### src/rtl/ea_pkg.sv
package ea_pkg;

    // Operand kinds after decoding mode and register field
    typedef enum logic [3:0] {
        EK_DREG,
        EK_AREG,
        EK_IND,
        EK_POST,
        EK_PRE,
        EK_DISP,
        EK_IDX,
        EK_ABSW,
        EK_ABSL,
        EK_IMM,
        EK_BAD
    } ea_kind_e;

    typedef enum logic [1:0] {
        SZ_BYTE = 2'b00,
        SZ_WORD = 2'b01,
        SZ_LONG = 2'b10,
        SZ_RSVD = 2'b11
    } acc_size_e;

    // Mode field codes that the operand decoder drives
    localparam logic [2:0] MD_DREG = 3'd0;
    localparam logic [2:0] MD_AREG = 3'd1;
    localparam logic [2:0] MD_IND  = 3'd2;
    localparam logic [2:0] MD_POST = 3'd3;
    localparam logic [2:0] MD_PRE  = 3'd4;
    localparam logic [2:0] MD_DISP = 3'd5;
    localparam logic [2:0] MD_IDX  = 3'd6;
    localparam logic [2:0] MD_EXT  = 3'd7;

    // Register field codes under mode 7
    localparam logic [2:0] RX_ABSW = 3'd0;
    localparam logic [2:0] RX_ABSL = 3'd1;
    localparam logic [2:0] RX_IMM  = 3'd4;

endpackage

### src/rtl/ea_mode_dec.sv
module ea_mode_dec
    import ea_pkg::*;
(
    input  logic [2:0] mode,
    input  logic [2:0] regnum,
    output ea_kind_e   kind
);

    always_comb begin
        kind = EK_BAD;
        case (mode)
            MD_DREG: kind = EK_DREG;
            MD_AREG: kind = EK_AREG;
            MD_IND:  kind = EK_IND;
            MD_POST: kind = EK_POST;
            MD_PRE:  kind = EK_PRE;
            MD_DISP: kind = EK_DISP;
            MD_IDX:  kind = EK_IDX;
            default: begin
                case (regnum)
                    RX_ABSW: kind = EK_ABSW;
                    RX_ABSL: kind = EK_ABSL;
                    RX_IMM:  kind = EK_IMM;
                    default: kind = EK_BAD;
                endcase
            end
        endcase
    end

endmodule

### src/rtl/ea_step_unit.sv
module ea_step_unit
    import ea_pkg::*;
#(
    parameter int AW = 32
) (
    input  logic [1:0]    size,
    output logic [AW-1:0] step,
    output logic          size_bad
);

    // Step is one byte shifted left by the size code
    localparam logic [AW-1:0] ONE = AW'(1);

    always_comb begin
        size_bad = 1'b0;
        step     = '0;
        case (acc_size_e'(size))
            SZ_BYTE: step = ONE;
            SZ_WORD: step = ONE << 1;
            SZ_LONG: step = ONE << 2;
            default: size_bad = 1'b1;
        endcase
    end

endmodule

### src/rtl/ea_index_unit.sv
module ea_index_unit #(
    parameter int EW = 16,
    parameter int AW = 32,
    parameter int DW = 8
) (
    input  logic [EW-1:0] ext,
    input  logic [AW-1:0] idx_val,
    output logic [AW-1:0] offset,
    output logic          idx_is_areg,
    output logic [2:0]    idx_reg,
    output logic          fmt_bad
);

    // Field positions inside the packed index extension word
    localparam int KIND_BIT  = EW - 1;
    localparam int REG_HI    = EW - 2;
    localparam int REG_LO    = EW - 4;
    localparam int WIDE_BIT  = EW - 5;
    localparam int SCALE_HI  = EW - 6;
    localparam int SCALE_LO  = EW - 7;
    localparam int ZERO_BIT  = DW;
    localparam int HALF      = AW / 2;

    logic [1:0]    scale_code;
    logic [AW-1:0] disp_sx;
    logic [AW-1:0] idx_sized;
    logic [AW-1:0] idx_scaled;

    assign idx_is_areg = ext[KIND_BIT];
    assign idx_reg     = ext[REG_HI:REG_LO];
    assign scale_code  = ext[SCALE_HI:SCALE_LO];
    assign disp_sx     = {{(AW-DW){ext[DW-1]}}, ext[DW-1:0]};

    assign idx_sized = ext[WIDE_BIT] ? idx_val
                                     : {{(AW-HALF){idx_val[HALF-1]}}, idx_val[HALF-1:0]};

    always_comb begin
        idx_scaled = idx_sized;
        case (scale_code)
            2'b01:   idx_scaled = idx_sized << 1;
            2'b10:   idx_scaled = idx_sized << 2;
            default: idx_scaled = idx_sized;
        endcase
    end

    assign fmt_bad = (scale_code == 2'b11) || ext[ZERO_BIT];
    assign offset  = disp_sx + idx_scaled;

endmodule

### src/rtl/ea_gen.sv
module ea_gen
    import ea_pkg::*;
#(
    parameter int EW = 16
) (
    input  logic          clk,
    input  logic          rst_n,
    input  logic          in_valid,
    input  logic [2:0]    mode,
    input  logic [2:0]    regnum,
    input  logic [1:0]    size,
    input  logic [31:0]   areg_val,
    input  logic [31:0]   idx_val,
    input  logic [15:0]   ext0,
    input  logic [15:0]   ext1,
    output logic          idx_is_areg,
    output logic [2:0]    idx_reg,
    output logic          out_valid,
    output logic [31:0]   ea,
    output logic          is_mem,
    output logic          wb_en,
    output logic [31:0]   wb_val,
    output logic          illegal
);

    localparam int AW = 2 * EW;

    typedef struct packed {
        logic          valid;
        logic [AW-1:0] ea;
        logic          is_mem;
        logic          wb_en;
        logic [AW-1:0] wb_val;
        logic          illegal;
    } res_t;

    res_t res_d, res_q;

    ea_kind_e      kind;
    logic [AW-1:0] step;
    logic          size_bad;
    logic [AW-1:0] idx_off;
    logic          fmt_bad;
    logic [AW-1:0] inc_addr;
    logic [AW-1:0] dec_addr;
    logic [AW-1:0] disp_addr;
    logic [AW-1:0] absw_addr;

    ea_mode_dec u_dec (
        .mode   (mode),
        .regnum (regnum),
        .kind   (kind)
    );

    ea_step_unit #(.AW(AW)) u_step (
        .size     (size),
        .step     (step),
        .size_bad (size_bad)
    );

    ea_index_unit #(.EW(EW), .AW(AW), .DW(8)) u_idx (
        .ext         (ext0),
        .idx_val     (idx_val),
        .offset      (idx_off),
        .idx_is_areg (idx_is_areg),
        .idx_reg     (idx_reg),
        .fmt_bad     (fmt_bad)
    );

    assign inc_addr  = areg_val + step;
    assign dec_addr  = areg_val - step;
    assign disp_addr = areg_val + {{(AW-EW){ext0[EW-1]}}, ext0};
    assign absw_addr = {{(AW-EW){ext0[EW-1]}}, ext0};

    always_comb begin
        res_d = '0;
        if (in_valid) begin
            res_d.valid = 1'b1;
            case (kind)
                EK_IND: begin
                    res_d.is_mem = 1'b1;
                    res_d.ea     = areg_val;
                end
                EK_POST: begin
                    res_d.is_mem = 1'b1;
                    res_d.ea     = areg_val;
                    res_d.wb_en  = 1'b1;
                    res_d.wb_val = inc_addr;
                end
                EK_PRE: begin
                    res_d.is_mem = 1'b1;
                    res_d.ea     = dec_addr;
                    res_d.wb_en  = 1'b1;
                    res_d.wb_val = dec_addr;
                end
                EK_DISP: begin
                    res_d.is_mem = 1'b1;
                    res_d.ea     = disp_addr;
                end
                EK_IDX: begin
                    if (fmt_bad) begin
                        res_d.illegal = 1'b1;
                    end else begin
                        res_d.is_mem = 1'b1;
                        res_d.ea     = areg_val + idx_off;
                    end
                end
                EK_ABSW: begin
                    res_d.is_mem = 1'b1;
                    res_d.ea     = absw_addr;
                end
                EK_ABSL: begin
                    res_d.is_mem = 1'b1;
                    res_d.ea     = {ext0, ext1};
                end
                EK_BAD: begin
                    res_d.illegal = 1'b1;
                end
                default: begin
                    res_d.is_mem = 1'b0;
                end
            endcase
            if (size_bad) begin
                res_d.is_mem  = 1'b0;
                res_d.ea      = '0;
                res_d.wb_en   = 1'b0;
                res_d.wb_val  = '0;
                res_d.illegal = 1'b1;
            end
        end
    end

    always_ff @(posedge clk) begin
        if (!rst_n) begin
            res_q <= '0;
        end else begin
            res_q <= res_d;
        end
    end

    assign out_valid = res_q.valid;
    assign ea        = res_q.ea;
    assign is_mem    = res_q.is_mem;
    assign wb_en     = res_q.wb_en;
    assign wb_val    = res_q.wb_val;
    assign illegal   = res_q.illegal;

    AST_IND_BASE: assert property (@(posedge clk) disable iff (!rst_n)
        (in_valid && mode == MD_IND && size != 2'b11)
        |=> (ea == $past(areg_val) && !wb_en && is_mem));

    AST_POST_STEP: assert property (@(posedge clk) disable iff (!rst_n)
        (in_valid && mode == MD_POST && size != 2'b11)
        |=> (wb_en && ea == $past(areg_val) && $countones(wb_val - ea) == 1
             && (wb_val - ea) < 32'd5));

    AST_PRE_STEP: assert property (@(posedge clk) disable iff (!rst_n)
        (in_valid && mode == MD_PRE && size != 2'b11)
        |=> (wb_en && wb_val == ea && $countones($past(areg_val) - ea) == 1
             && ($past(areg_val) - ea) < 32'd5));

    AST_ILLEGAL_QUIET: assert property (@(posedge clk) disable iff (!rst_n)
        illegal |-> (!is_mem && !wb_en && ea == '0));

    AST_NOMEM_QUIET: assert property (@(posedge clk) disable iff (!rst_n)
        (out_valid && !is_mem) |-> !wb_en);

    AST_IDLE_GAP: assert property (@(posedge clk) disable iff (!rst_n)
        !in_valid |=> !out_valid);

    AST_REQ_RESULT: assert property (@(posedge clk) disable iff (!rst_n)
        in_valid |=> out_valid);

endmodule

### config.mk
export PLATFORM = sky130hd
export DESIGN_NAME = ea_gen
export DESIGN_NICKNAME = d
export VERILOG_FILES = /design/src/rtl/ea_pkg.sv /design/src/rtl/ea_mode_dec.sv /design/src/rtl/ea_step_unit.sv /design/src/rtl/ea_index_unit.sv /design/src/rtl/ea_gen.sv
export SDC_FILE = /design/constraint.sdc
export NUM_CORES = 1
export LEC_CHECK = 0
export BUFFER_PORTS_ARGS = -buffer_cell sky130_fd_sc_hd__clkbuf_2
export CAP_MARGIN = 30
export CORE_ASPECT_RATIO = 2
export CORE_MARGIN = 2
export CORE_UTILIZATION = 44
export DETAILED_ROUTE_END_ITERATION = 10
export PLACE_DENSITY = 0.66
export SYNTH_ARGS = -nofsm -noshare
export SYNTH_HDL_FRONTEND = slang
export SYNTH_SLANG_ARGS = --single-unit
### constraint.sdc
create_clock -name clk -period 14.95 [get_ports clk]
set_clock_uncertainty 0.15 [all_clocks]
set_input_delay 2.99 -clock clk [delete_from_list [all_inputs] [get_ports clk]]
set_output_delay 2.99 -clock clk [all_outputs]
set_load 0.03 [all_outputs]
==> results.rst <==
.. list-table::
   :header-rows: 1

   * - Metric
     - Value
   * - TNS Setup
     - 0 ns
   * - Worst rel slew slack
     - 0.308
   * - Count of clock tree sinks
     - slightly below 70
   * - Gp weighted congestion
     - 1.02
   * - Total grt overflow
     - 0
   * - Fmax
     - approximately 130 MHz
   * - Count of boundary I/O pins
     - ~180
   * - Number of diodes
     - 0
   * - Routed Wire Length
     - 32.8 mm
   * - RSZ-0062 raised after global routing
     - false
   * - Post-CTS sizing
     - 0
   * - Critical path capture point
     - ea[28]
   * - Gate count of the mapped netlist
     - between 1000 and 1500
   * - Share of flip-flops with an asynchronous set or reset after synthesis
     - 0
   * - Detailed placement HPWL
     - roughly 26 mm
   * - DRC marker count from the first detailed-route iteration
     - 714
   * - Slew at the pin closest to its max-slew limit
     - 1.04 ns
   * - Final setup violating endpoints
     - 0
   * - Util after Layout
     - 0.511
   * - Comb power frac
     - 0.527
   * - Number of enable flip-flop cells after synthesis
     - 0
   * - Standard-cell row count
     - 74
   * - Share of cells above drive strength 1
     - 0.171
   * - Top routing layer used
     - met4
   * - Post-layout nets
     - 1581
   * - Number of remaining DRC errors
     - 0
   * - Floorplan core area
     - about 20000 um^2
   * - Most instantiated flip-flop cell in the synthesis netlist
     - dfxtp_1
   * - Number of buffers on the longest clock path
     - 2
   * - Number of fill cells
     - 2116
   * - Total via count after detailed routing
     - around 10000
   * - Sequential cell area fraction in the yosys report
     - 0.148
   * - Number of buffers inserted during clock tree synthesis
     - 9
   * - Final clock period utilization by the worst path
     - 0.526
   * - Syn_nets
     - 1471
   * - Antenna Violating Nets Remaining
     - 0
   * - Initial core utilization
     - 0.449
   * - Final critical-path required period
     - just under 8 ns
   * - Sw Ratio
     - 0.425
   * - Kind of start point of the critical path
     - input pin
   * - Wire length the detailed router placed on met1
     - 12.2 mm
   * - Vias per std cell
     - 6.15
   * - Result of the run
     - complete, no violations
   * - Non-filler instance count after layout
     - 1639
   * - Biggest fanout along the worst timing path
     - 65
   * - Critical Path Source
     - ext0[9]
   * - CTS tree
     - built
   * - Maximum number of pins on one net before global-route repair
     - between 60 and 70
   * - DR pass1 iterations
     - 5
   * - Number of levels the H-tree was split into
     - 3
   * - Root buf cell
     - clkbuf_16
   * - Total net switching power
     - 0.000379 W
   * - Horizontal die dimension
     - 106 um
   * - Total global-route track usage
     - 0.295
   * - Met3 Wirelength
     - around 2.3 mm
   * - Total instance count after detailed placement
     - ~1600
   * - Mapped Avg Cell Area
     - 7.29 um^2
   * - Wirelength per Cell
     - 20.0 um
   * - Port bufs
     - ~180
   * - Growth of design area from synthesis to finish
     - 13.8%
   * - Number of hold violations in the final report
     - 0
   * - CP arrival
     - between 7 and 8 ns
   * - Floorplan die area
     - 22100 um^2
   * - Final number of max-transition violations
     - 0
   * - Power share of the sequential group
     - 0.210
   * - Vias in the first global route
     - 9822
   * - Postcts setup bufs
     - 0
   * - Number of flip-flops and latches in the synthesized netlist
     - 68
   * - Internal Pwr Total
     - 0.000513 W
   * - Share of total power in the clock network
     - 0.262
   * - Yosys warnings
     - 0
   * - Pwr Density
     - 85.4 nW/um^2
   * - Category of the worst setup path capture point
     - flop
   * - First-pass GRT wire length
     - 51.5 mm
   * - Die height
     - approximately 210 um
   * - Category of the critical setup timing path
     - input pin to flop
   * - Total of max-cap violations
     - 0
   * - Hold buffers post-CTS
     - 0
   * - Cell depth of the worst hold path
     - 3
   * - Number of different library cells in the post-synthesis netlist
     - 74
   * - Met2 Wirelength
     - 16.2 mm
   * - Peak ir drop on the vdd network
     - 0.0000654 V
   * - Number of antenna violations at the first check in global routing
     - 0
   * - HP Class
     - input pin to flop
   * - Leakage power figure
     - 4.51 nW
   * - Data required time at the worst endpoint
     - around 15 ns
   * - Cell area after synthesis
     - 9180 um^2
   * - CTS clock-pin slew for the worst setup and hold paths
     - 0.06 ns
cells in the mapped netlist (all sizes together), types with 5 or more instances:
library cell	instances	area, um^2
a2111oi	6	52.6
a211oi	27	203
a21o	36	270
a21oi	135	679
a221oi	18	164
a22oi	30	225
a31oi	19	119
and2	9	56.3
and3	15	93.8
buf	19	110
clkbuf	73	275
dfxtp	68	1360
fa	35	701
ha	70	876
inv	30	113
mux2	6	67.6
mux2i	15	150
nand2	136	510
nand2b	15	93.8
nand3	19	95.1
nand3b	5	41.3
nand4	17	106
nor2	134	508
nor2b	17	106
nor3	17	90.1
nor4	5	46.3
o211ai	10	75.1
o21ai	92	460
o21bai	6	45.0
o221ai	5	43.8
o22ai	11	68.8
o31ai	5	37.5
or3	11	73.8
or4	5	41.3
xnor2	51	454
xor2	33	289
kinds of logic after synthesis:
kind of cell	share of synthesized area
AO/OA/AOI/OAI	0.305
XOR/XNOR	0.0809
adder cells (fa/ha/maj)	0.172
buffers and inverters	0.0542
flip-flops	0.148
multiplexers	0.0237
AND/OR/NAND/NOR	0.216
metrics by stage:
| step | hold slack, ns | total power (W) | area [um^2] | setup WS, ns |
|---|---|---|---|---|
| 2_1_floorplan | 2.95 | 0.000530 | 9180 | 7.86 |
| 3_3_place_gp | 3.16 | 0.000649 | 10100 | 6.81 |
| 3_5_place_dp | 3.17 | 0.000652 | 10100 | 6.65 |
| 4_1_cts | 2.82 | 0.000887 | 10500 | 7.04 |
| 5_1_grt | 2.83 | 0.000950 | 10500 | 6.59 |
| 6_report | 2.80 | 0.000892 | 10500 | 7.08 |
layout make-up:
| cell class | instances | area, um^2 | area share |
|---|---|---|---|
| multi-input combinational | 1069 | 7340 | 0.702 |
| clock inverter | 6 | 90.1 | 0.00862 |
| sequential | 68 | 1360 | 0.130 |
| clock buffer | 9 | 225 | 0.0216 |
| inverter | 30 | 113 | 0.0108 |
| timing repair buffer | 191 | 988 | 0.0946 |
| tap | 266 | 333 | 0.0318 |
power groups by stage:
stage / Clock, W / Sequential, W / Combinational (W)
global placement: 0 / 0.000192 / 0.000458
finish: 0.000234 / 0.000188 / 0.000470
floorplan: 0 / 0.000202 / 0.000328
detailed placement: 0 / 0.000192 / 0.000461
global route: 0.000242 / 0.000188 / 0.000520
CTS: 0.000236 / 0.000188 / 0.000463
placed cells by master, fill, tap and decap left out, types with 17 or more instances in the layout:
cell type	count
clkbuf_2	178
nand2_1	136
a21oi_1	134
nor2_1	132
o21ai_0	92
ha_1	69
dfxtp_1	68
xnor2_1	50
a21o_1	36
fa_1	35
xor2_1	33
inv_1	30
a22oi_1	30
a211oi_1	27
a31oi_1	19
nand3_1	19
nand4_1	17
a221oi_1	17
state kept, by name (all words and copies together), names as in the netlist:
register	cells
ea	32
wb_val	32
illegal	1
is_mem	1
out_valid	1
wb_en	1
critical path, stage by stage:
cell	delay (ns)
clkbuf_2	0.16
inv_1	0.08
ha_2	0.95
nor3_1	0.14
nor2_1	0.51
a21o_1	0.16
fa_1	0.41
ha_1	0.41
a21o_1	0.20
a21oi_1	0.14
nor2b_1	0.07
or4_1	0.39
a2111oi_0	0.65
nor2_1	0.14
xor2_1	0.17
a211oi_1	0.29
a21oi_2	0.08
per-layer routing:
metal / global-route usage / vias up
met5: 0 / -
met1: 0.344 / 4679
met3: 0.0273 / 105
met4: 0.181 / 0
li1: - / 4810
met2: 0.512 / 485
worst min-delay path by stage:
stage / to / from
finish: out_valid / rst_n
floorplan: wb_val[29] / areg_val[29]
CTS: out_valid / rst_n
detailed placement: out_valid / rst_n
global route: out_valid / rst_n
global placement: out_valid / rst_n
(Power assumes the default switching activity.)
